--- src/rtl/baud_pkg.sv ---
// Shared types for the baud tick generator.
package baud_pkg;
    // Prescale factor applied after the (n+1) divider.
    typedef enum logic [1:0] {
        PS_DIV64 = 2'd0,
        PS_DIV16 = 2'd1,
        PS_DIV4  = 2'd2
    } ps_sel_e;

    // Mode inputs grouped for change detection.
    typedef struct packed {
        logic sync_mode;
        logic wide_en;
        logic fast_sel;
    } baud_mode_t;
endpackage

--- src/rtl/baud_mode_decode.sv ---
// Maps the three mode inputs onto a prescale selection.
// Assumes the inputs are static between restarts; purely combinational.
module baud_mode_decode
    import baud_pkg::*;
(
    input  baud_mode_t mode,
    output ps_sel_e    ps_sel
);
    // Sync forces /4; async picks by how many of wide/fast are set.
    always_comb begin
        if (mode.sync_mode)
            ps_sel = PS_DIV4;
        else if (mode.wide_en && mode.fast_sel)
            ps_sel = PS_DIV4;
        else if (mode.wide_en ^ mode.fast_sel)
            ps_sel = PS_DIV16;
        else
            ps_sel = PS_DIV64;
    end
endmodule

--- src/rtl/baud_div_reg.sv ---
// Holds the two divisor bytes and presents the active divisor n.
// Assumes one-cycle write strobes; the high byte is kept even in narrow mode.
module baud_div_reg #(
    parameter int BYTE_W = 8,
    localparam int DIV_W = 2 * BYTE_W
) (
    input  logic              clk,
    input  logic              rst_n,
    input  logic              lo_wr,
    input  logic              hi_wr,
    input  logic [BYTE_W-1:0] wdata,
    input  logic              wide_en,
    output logic [DIV_W-1:0]  div_n
);
    logic [BYTE_W-1:0] lo_q;
    logic [BYTE_W-1:0] hi_q;

    // Capture divisor bytes on their strobes.
    always_ff @(posedge clk) begin
        if (!rst_n) begin
            lo_q <= '0;
            hi_q <= '0;
        end else begin
            if (lo_wr) lo_q <= wdata;
            if (hi_wr) hi_q <= wdata;
        end
    end

    // Active divisor: the full pair when wide, else the low byte alone.
    always_comb begin
        div_n = wide_en ? {hi_q, lo_q} : {{BYTE_W{1'b0}}, lo_q};
    end
endmodule

--- src/rtl/baud_period_cnt.sv ---
// Counts 0..n and flags the wrap, giving one pulse every (n+1) clocks.
// Assumes n only changes together with a clear, so the count never passes n.
module baud_period_cnt #(
    parameter int DIV_W = 16
) (
    input  logic             clk,
    input  logic             rst_n,
    input  logic             clear,
    input  logic [DIV_W-1:0] div_n,
    output logic             wrap
);
    logic [DIV_W-1:0] cnt_q;

    // A wrap is the cycle where the count sits at n and no restart is pending.
    always_comb begin
        wrap = !clear && (cnt_q == div_n);
    end

    // Advance the count, returning to zero on a wrap or a restart.
    always_ff @(posedge clk) begin
        if (!rst_n || clear)
            cnt_q <= '0;
        else if (cnt_q == div_n)
            cnt_q <= '0;
        else
            cnt_q <= cnt_q + 1'b1;
    end
endmodule

--- src/rtl/baud_prescale.sv ---
// Divides the (n+1) wrap pulses by 64, 16 or 4 and registers both ticks.
// Assumes sel is constant between clears.
module baud_prescale
    import baud_pkg::*;
#(
    parameter int MAX_DIV   = 64,
    parameter int OS_PER_BIT = 16,
    localparam int PS_W     = $clog2(MAX_DIV)
) (
    input  logic    clk,
    input  logic    rst_n,
    input  logic    clear,
    input  logic    wrap,
    input  ps_sel_e sel,
    output logic    bit_tick,
    output logic    os_tick
);
    logic [PS_W-1:0] ps_q;
    logic [PS_W-1:0] last;
    logic [PS_W-1:0] os_mask;

    // Terminal phase and oversample mask for the chosen factor.
    always_comb begin
        unique case (sel)
            PS_DIV64: begin
                last    = PS_W'(MAX_DIV - 1);
                os_mask = PS_W'(MAX_DIV / OS_PER_BIT - 1);
            end
            PS_DIV16: begin
                last    = PS_W'(MAX_DIV / 4 - 1);
                os_mask = '0;
            end
            default: begin
                last    = PS_W'(MAX_DIV / 16 - 1);
                os_mask = '0;
            end
        endcase
    end

    // Step the prescale phase on each wrap.
    always_ff @(posedge clk) begin
        if (!rst_n || clear)
            ps_q <= '0;
        else if (wrap)
            ps_q <= (ps_q == last) ? '0 : ps_q + 1'b1;
    end

    // Register the bit and oversample pulses.
    always_ff @(posedge clk) begin
        if (!rst_n || clear) begin
            bit_tick <= 1'b0;
            os_tick  <= 1'b0;
        end else begin
            bit_tick <= wrap && (ps_q == last);
            os_tick  <= wrap && ((ps_q & os_mask) == os_mask);
        end
    end
endmodule

--- src/rtl/baud_tick_gen.sv ---
// Top: divisor storage, mode decode, restart detection, divider, prescaler.
// Assumes mode inputs are synchronous to clk; any change restarts timing.
module baud_tick_gen
    import baud_pkg::*;
#(
    parameter int BYTE_W = 8,
    localparam int DIV_W = 2 * BYTE_W
) (
    input  logic              clk,
    input  logic              rst_n,
    input  logic              div_lo_wr,
    input  logic              div_hi_wr,
    input  logic [BYTE_W-1:0] div_wdata,
    input  logic              sync_mode,
    input  logic              wide_en,
    input  logic              fast_sel,
    output logic              bit_tick,
    output logic              os_tick
);
    baud_mode_t       mode_now;
    baud_mode_t       mode_q;
    ps_sel_e          ps_sel;
    logic [DIV_W-1:0] div_n;
    logic             restart;
    logic             wrap;

    // Group the mode inputs.
    always_comb begin
        mode_now = '{sync_mode: sync_mode, wide_en: wide_en, fast_sel: fast_sel};
    end

    // Remember the last mode to detect changes.
    always_ff @(posedge clk) begin
        if (!rst_n)
            mode_q <= '0;
        else
            mode_q <= mode_now;
    end

    // Restart on any divisor write or mode change.
    always_comb begin
        restart = div_lo_wr || div_hi_wr || (mode_now != mode_q);
    end

    baud_mode_decode u_decode (
        .mode   (mode_now),
        .ps_sel (ps_sel)
    );

    baud_div_reg #(.BYTE_W(BYTE_W)) u_div (
        .clk     (clk),
        .rst_n   (rst_n),
        .lo_wr   (div_lo_wr),
        .hi_wr   (div_hi_wr),
        .wdata   (div_wdata),
        .wide_en (wide_en),
        .div_n   (div_n)
    );

    baud_period_cnt #(.DIV_W(DIV_W)) u_cnt (
        .clk   (clk),
        .rst_n (rst_n),
        .clear (restart),
        .div_n (div_n),
        .wrap  (wrap)
    );

    baud_prescale u_ps (
        .clk      (clk),
        .rst_n    (rst_n),
        .clear    (restart),
        .wrap     (wrap),
        .sel      (ps_sel),
        .bit_tick (bit_tick),
        .os_tick  (os_tick)
    );
endmodule

--- config.mk ---
export PLATFORM = sky130hd
export DESIGN_NAME = baud_tick_gen
export DESIGN_NICKNAME = d
export VERILOG_FILES = /design/src/rtl/baud_pkg.sv /design/src/rtl/baud_mode_decode.sv /design/src/rtl/baud_div_reg.sv /design/src/rtl/baud_period_cnt.sv /design/src/rtl/baud_prescale.sv /design/src/rtl/baud_tick_gen.sv
export SDC_FILE = /design/constraint.sdc
export NUM_CORES = 1
export LEC_CHECK = 0
export ABC_AREA = 1
export BUFFER_PORTS_ARGS = -buffer_cell sky130_fd_sc_hd__buf_2
export CAP_MARGIN = 0
export CORE_UTILIZATION = 55
export CTS_CLUSTER_DIAMETER = 150
export DETAILED_ROUTE_END_ITERATION = 7
export GPL_ROUTABILITY_DRIVEN = 0
export PLACE_DENSITY = 0.74
export SLEW_MARGIN = 0
export SYNTH_ARGS = -nofsm -noshare
export SYNTH_HDL_FRONTEND = slang
export SYNTH_SLANG_ARGS = --single-unit
--- constraint.sdc ---
create_clock -name clk -period 3.1 [get_ports clk]
set_input_delay 0.31 -clock clk [delete_from_list [all_inputs] [get_ports clk]]
set_output_delay 0.31 -clock clk [all_outputs]
set_load 0.005 [all_outputs]
==> results.md, run 1 <==
* Status: complete, no violations
* Antenna cells at 0
* Initial DRC Count at 160
* Reg2reg path depth at 10
* Layout Nets at between 300 and 400
* Net load switching power at around 0.00025 W
* Synthesis Warnings at 0
* Postcts setup bufs at 0
* Seq/Total Area, Yosys at 0.380
* Final non-filler cell total at 406
* Number of global-route vias before repair at 1860
* Final hold slack at 0.236 ns
* CTS buffer count at 5
* Sw frac at 0.251
* CP Launch Point: u_cnt.cnt_q[0]
* Hold WC Path Type: primary input to flip-flop
* Num ports at 17
* Tmin final at roughly 1.7 ns
* TNS Setup at 0 ns
* Final instance area at approximately 0.0024 mm2
* Setup crit end kind: flip-flop
* FF+latch count, synth at 43
* Pwr dens at 416 mW/mm2
* Detail Placement HPWL at 3570 um
* DRC at 0
* Complex-gate fraction of the synthesized area at 0.0972
* Worst IR Drop VDD at approximately 270 uV
* Most used DFF post-synth: dfxtp_1
* Logic pwr share at 0.097
* Area Overhead vs Synth at 6.91%
* Skew-Pair Late Insertion Delay at 0.30 ns
* Post-synth top area share at 0.380
* WP data required at about 3.3 ns
* Synthesized Nets at about 360
* Gate Count Post-Synth at 343
* First-pass GRT wire length at ~8000 um
* Static leakage at 1.11 nW
* Final setup viols at 0
* Share of layout cells above drive strength 1 at 0.109
* Largest net degree at the start of global routing at 22
* Row cnt at 22
* Adder-Cell Fraction of Synth Area at 0.0166
* Final Cycle Share at 0.554
* Synth cell count leaders: nand2_1, inv_1, nor2_1, dfxtp_1, o21ai_0
* Synth Cell Area at about 0.0023 mm2
* CTS max path bufs at 2
* Final slew viol count at 0
* Die H at between 60 and 70 um
* Skew final at around 0.0053 ns
* Async SR Flop Fraction at 0
* Die Wd at 66.2 um
* Post-synthesis simple-gate area fraction at 0.370
* Hold Path Origin: sync_mode
* Post-synth EDFFs at 0
* Hold path cells at 3
* Tot Pwr at around 0.0010 W
* Headroom to the max-slew limit at 0.708
* Starting Density at 0.596
* Reg-to-Reg Start: u_cnt.cnt_q[0]
* Synth area leaders: dfxtp_1, nand2_1, inv_1, nor2_1, o21ai_0
* Per-instance average area after synthesis at between 6 and 7 um2
* Via density at 4.97
* Crit path arrival time at between 1.5 and 2 ns
* DP Cell Count at 400
* Clock network fraction of total power at 0.327
* Final Hold Vio Count at 0
* Sequential share of power at 0.576
* Critical path startpoint category: flip-flop
* Initial antenna violation count at 0
* Leading area contributor after synthesis: dfxtp_1
* Main combinational cell family by area after synthesis: simple AND/OR/NAND/NOR gates
* CTS HTree Levels at 2
* Clock-pin slew on the worst setup and hold paths at roughly 0.070 ns
* Maxcap violations at 0
* Xor-xnor portion of the synthesized cell area at 0.0232
* CTS resizes at 0
* Least-Margin Pin Slew at approximately 0.44 ns
* Clock Tree Root: clkbuf_8
* FILL cells at 380
* GRT Util Overall at 0.251
* Cell Area, Placed at between 0.002 and 0.0025 mm2
* Via count of the routed design at a little over 2000
* WS Path Type: flip-flop to flip-flop
* Max Fclk at approximately 580 MHz
* Drt pass-1 iters at 4
* CTS tree: built
* Unrepaired setup endpoints after global routing: false
* Gr ovfl total at 0
* Routed len/inst at roughly 12 um
* Core Area at ~0.0038 mm2
* Yosys cell types at 24
* Hold buffers post-CTS at 0
* Final ANT Viol Nets at 0
* Internal at between 0.0007 and 0.0008 W
* Port Buffers at 16
* Sink Count at 43
* Mux share of post-synthesis cell area at 0
* Die area at ~0.0044 mm2
* Final wirelength at 4720 um
* Crit-path max FO at 4
* Top-count cell post-synth: nand2_1
power groups by stage:
stage | Sequential (W) | Combinational [W] | Clock [W]
floorplan | 0.000589 | 0.0000755 | 0
global placement | 0.000592 | 0.0000966 | 0
detailed placement | 0.000592 | 0.0000984 | 0
CTS | 0.000580 | 0.0000991 | 0.000335
global route | 0.000582 | 0.000113 | 0.000357
finish | 0.000580 | 0.0000980 | 0.000329
layer usage:
metal	GRT usage	vias up	part of all wire
met1	0.313	885	0.48
met3	0.0586	8	0.038
li1	-	1089	-
met5	0	-	0
met4	0.0878	0	0.017
met2	0.421	34	0.46
critical path: stages, from the launching register on:
cell and delay (ns):
dfxtp_1 0.40, ha_1 0.19, nand2_1 0.07, inv_1 0.12, nand3_1 0.10, nor2_2 0.18, nand2_1 0.11, nor2_1 0.17
nand2_1 0.09, nor2_1 0.12, nor3_2 0.05
layout by cell type (no fill, tap or decap), drive strengths merged:
cell    instances
ha              3
nor2           55
inv            53
dfxtp          43
xor2            6
nor3b           2
a21oi          19
nor3            9
o21ai          23
nand3          20
nand4           1
clkbuf          6
buf            16
a31oi           1
nand2         100
nand2b          1
worst paths after layout:
| kind | slack (ns) | end |
|---|---|---|
| max | 1.38 | u_cnt.cnt_q[14] |
| min | 0.24 | mode_q[2] |
| max reg2reg | 1.38 | u_cnt.cnt_q[14] |
| min reg2reg | 0.48 | u_div.lo_q[1] |
cell type report:
cell class / instances / area (um2) / area share
multi-input combinational: 240 / 1150 / 0.474
sequential: 43 / 861 / 0.356
timing repair buffer: 16 / 80.1 / 0.0331
inverter: 53 / 199 / 0.0822
tap: 48 / 60.1 / 0.0248
clock buffer: 6 / 72.6 / 0.0300
flip-flops by register name, indices dropped and copies added (netlist names):
signal         cells
u_div.lo_q         8
mode_q             3
u_ps.bit_tick      1
u_ps.os_tick       1
u_cnt.cnt_q       16
u_ps.ps_q          6
u_div.hi_q         8
cells by family (layout without fill, tap and decap cells):
family                     count (synthesis)  after routing
and+or+nand+nor                          188            188
adders and majority gates                  3              3
AOI/OAI and AO/OA                         43             43
DFF                                       43             43
buffers and inverters                     60             75
xor gates and xnor gates                   6              6
through the flow:
| step | utilization | setup slack [ns] |
|---|---|---|
| 2_1_floorplan | - | 1.62 |
| 3_3_place_gp | 0.618 | 1.26 |
| 3_5_place_dp | 0.618 | 1.24 |
| 4_1_cts | 0.637 | 1.38 |
| 5_1_grt | 0.637 | 1.19 |
| 6_report | 0.637 | 1.38 |
(Power assumes the default switching activity.)
==> inputs of run 2 (changes only) <==
Settings changed: ABC_AREA 1 to 0, CORE_UTILIZATION 55 to 53, PLACE_DENSITY 0.74 to 0.75.
Clock period 3.1 ns to 1.4 ns, I/O delays scaled along.
==> run 2 against run 1 <==
Effect of this change:
- the flow now finishes with violations (setup timing)
- worst hold slack got worse by 0.12 ns
- synthesized cell count fell by 31%
- routed wire length rose by 29%
- sequential power rose by 120%
- final cell count fell by 12%
- die area fell by 1.5%
- fmax fell by 7.0%
- via count rose by 2.8%
- critical path type unchanged
- largest cell class unchanged
==> results.md, run 2 <==
* Status: finished with violations
* Failing checks: setup timing
* Worst path cell trace: and4bb_1, a22oi_2, a211o_1, buf_6, o31ai_4, buf_6, nor2_1
* Pwr dens at 825 mW/mm2 (+98%)
* Worst IR Drop VDD at 742 uV (+180%)
* Most used cell, CP: buf_6
* Port Buffers at 16 (unchanged)
* Post-synthesis simple-gate area fraction at 0.261 (-0.109)
* Via count of the routed design at 2072 (+2.8%)
* Sequential Area at 888 um2 (+3.2%)
* Share of layout cells above drive strength 1 at 0.421 (+0.312)
* Area of the multi-input gates at 0.00144 mm2 (+25%)
* Largest net degree at the start of global routing at 20 (-9.1%)
* GRT Util Overall at 0.297 (+0.0462)
* WS Path Type: flip-flop to flip-flop
* Final setup viols at 24 (+24)
* Worst Setup Slack, final at -0.447 ns (-1.83 ns)
* FF+latch count, synth at 43 (unchanged)
* Leading area contributor after synthesis: dfxtp_1
* First-pass GRT wire length at 9440 um (+15%)
* Async SR Flop Fraction at 0 (unchanged)
* Hold path cells at 3 (unchanged)
* Most frequent cells in the layout: buf_4, dfxtp_1, nand2_1
* Most used DFF post-synth: dfxtp_1
* Starting Density at 0.570 (-0.0262)
* Final slew viol count at 0 (unchanged)
* Leading cell type in the layout, fill and taps excluded: buf_4
* Mux share of post-synthesis cell area at 0.0838 (+0.0838)
* Final ANT Viol Nets at 0 (unchanged)
* Headroom to the max-slew limit at 0.753 (+0.0446)
* Hold buffers post-CTS at 0 (unchanged)
* Clock Tree Root: clkbuf_8
* Adder-Cell Fraction of Synth Area at 0.0175 (+0.000888)
* Gate Count Post-Synth at 236 (-31%)
* Top-count cell post-synth: dfxtp_1
* Yosys cell types at 40 (+67%)
* CTS tree: built
* Number of flip-flops in the largest register at 16 (unchanged)
* Synthesis Warnings at 0 (unchanged)
* Top reg by flops: u_cnt.cnt_q
* TNS Setup at -9.42 ns (-9.42 ns)
* Initial DRC Count at 171 (+6.9%)
* CTS HTree Levels at 2 (unchanged)
* WP data required at 1.59 ns (-1.69 ns)
* Crit path arrival time at 2.04 ns (+0.14 ns)
* Per-instance average area after synthesis at 9.11 um2 (+38%)
* Xor-xnor portion of the synthesized cell area at 0.118 (+0.0950)
* Initial antenna violation count at 0 (unchanged)
* Post-synth top area share at 0.400 (+0.0204)
* Reg2reg path depth at 7 (-3)
* Number of global-route vias before repair at 1966 (+5.7%)
* Sink Count at 43 (unchanged)
* Crit-path max FO at 8 (+4)
* Setup crit end kind: flip-flop
* Synth Cell Area at 0.00215 mm2 (-5.1%)
* Detail Placement HPWL at 3930 um (+10%)
* CP max stage delay at 0.38 ns (-0.02 ns)
* Die area at 0.00431 mm2 (-1.5%)
* Num ports at 17 (unchanged)
* Row cnt at 22 (unchanged)
* Tot Pwr at 0.00251 W (+150%)
* Main combinational cell family by area after synthesis: simple AND/OR/NAND/NOR gates
* Least-Margin Pin Slew at 0.368 ns (-0.0687 ns)
* Synth cell count leaders: dfxtp_1, nor2_1, xnor2_1, mux2i_1, nand2_1
* Gr ovfl total at 0 (unchanged)
* DRC at 0 (unchanged)
* Routed len/inst at 16.9 um (+46%)
* Complex-gate fraction of the synthesized area at 0.0960 (-0.00120)
* Area Overhead vs Synth at 41.4%
* Layout Nets at 328 (-13%)
* Antenna cells at 0 (unchanged)
* FILL cells at 202 (-47%)
* Final hold slack at 0.114 ns (-0.123 ns)
* Skew final at 0.00605 ns (+0.000738 ns)
* Max Fclk at 542 MHz (-7.0%)
* Post-synth EDFFs at 0 (unchanged)
* Final non-filler cell total at 359 (-12%)
* Unrepaired setup endpoints after global routing: true
* Final Cycle Share at 1.32 (+0.765)
* Seq/Total Area, Yosys at 0.400 (+0.0204)
* Tmin final at 1.85 ns (+0.129 ns)
* Largest regs: u_cnt.cnt_q: 16 flops, u_div.hi_q: 8 flops, u_div.lo_q: 8 flops
* Clock-pin slew on the worst setup and hold paths at 0.08 ns (about the same)
* Skew-Pair Late Insertion Delay at 0.30 ns (about the same)
* Slowest CP cell: a211o_1
* Final wirelength at 6090 um (+29%)
* CTS max path bufs at 2 (unchanged)
* Final Hold Vio Count at 0 (unchanged)
* Drt pass-1 iters at 4 (unchanged)
* Maxcap violations at 0 (unchanged)
* Synthesized Nets at 254 (-30%)
* Die H at 65.7 um (-0.73%)
* Die Wd at 65.7 um (-0.73%)
* Critical path startpoint category: flip-flop
* CTS buffer count at 5 (unchanged)
* Synth area leaders: dfxtp_1, xnor2_1, mux2i_1, nor2b_1, nor2_1
* Static leakage at 1.16 nW (+4.6%)
* Core Area at 0.00377 mm2 (-0.72%)
* Hold WC Path Type: primary input to flip-flop
* DP Cell Count at 344 (-14%)
* Via density at 5.77 (+16%)
==> run 2: cell types whose count changed in the layout (fill, tap and decap cells not counted), moves of 9 or more <==
cell,before,now
o21ai_0,23,1
nand2_1,98,18
nor2_1,50,17
mux2i_1,0,17
inv_1,50,2
xnor2_1,0,17
nand4_1,1,12
nand3_1,18,9
dfxtp_1,43,25
dfxtp_2,0,16
nor2b_1,0,16
a21oi_1,18,1
buf_4,0,55
==> run 2: final cells by class <==
cell class                 instances  share of cell area
timing repair buffer              76               0.181
multi-input combinational        182               0.472
inverter                           2             0.00247
clock buffer                       6              0.0272
tap                               48              0.0198
clock inverter                     2             0.00535
sequential                        43               0.292
==> run 2: cell families (layout without fill, tap and decap cells) <==
logic type,after synthesis,after routing
flip-flops,43,43
XOR/XNOR,29,29
AO/OA/AOI/OAI,28,28
multiplexers,18,18
AND/OR/NAND/NOR,104,104
buffers and inverters,11,86
adder cells (fa/ha/maj),3,3
==> run 2: what timing repair did <==
action | in CTS | in global routing
pin swaps | 8 | 17
setup endpoints to repair | 24 | 24
gates cloned | 1 | 0
gates resized for setup | 23 | 35
buffers inserted | 4 | 3
==> run 2: where the power goes <==
group          switching [W]  leakage, nW  total, W  internal [W]
registers          0.0000344        0.359   0.00129       0.00126
clock network       0.000439       0.0474  0.000842      0.000403
logic               0.000180        0.754  0.000377      0.000196
==> run 2: metal layers <==
metal / part of all wire / up-vias / global-route usage
met4: 0.019 / 0 / 0.130
met2: 0.50 / 75 / 0.480
met5: 0 / - / 0
li1: - / 993 / -
met1: 0.42 / 989 / 0.376
met3: 0.060 / 15 / 0.0660
==> run 2: path summary, 6_finish.rpt <==
check / startpoint / to / slack (ns)
worst max register to register: u_div.hi_q[6] / u_cnt.cnt_q[4] / -0.45
worst min-delay path: div_wdata[7] / u_div.lo_q[7] / 0.11
worst max-delay path: u_div.hi_q[6] / u_cnt.cnt_q[4] / -0.45
worst min register to register: u_ps.ps_q[1] / u_ps.ps_q[1] / 0.53
==> run 2: critical path: cells and delay by family, from the launching register on <==
family,cells,cell delay (ns)
simple gates,2,0.33
buf+inv,2,0.35
compound gates,3,0.69
flops,1,0.37
==> run 2: per-stage QoR <==
step | worst slack, ns | util | area, um2
4_1_cts | -0.391 | 0.773 | 2920
6_report | -0.447 | 0.806 | 3040
5_1_grt | -0.501 | 0.806 | 3040
2_1_floorplan | -0.372 | - | 2200
3_3_place_gp | -0.455 | 0.713 | 2690
3_5_place_dp | -0.517 | 0.713 | 2690
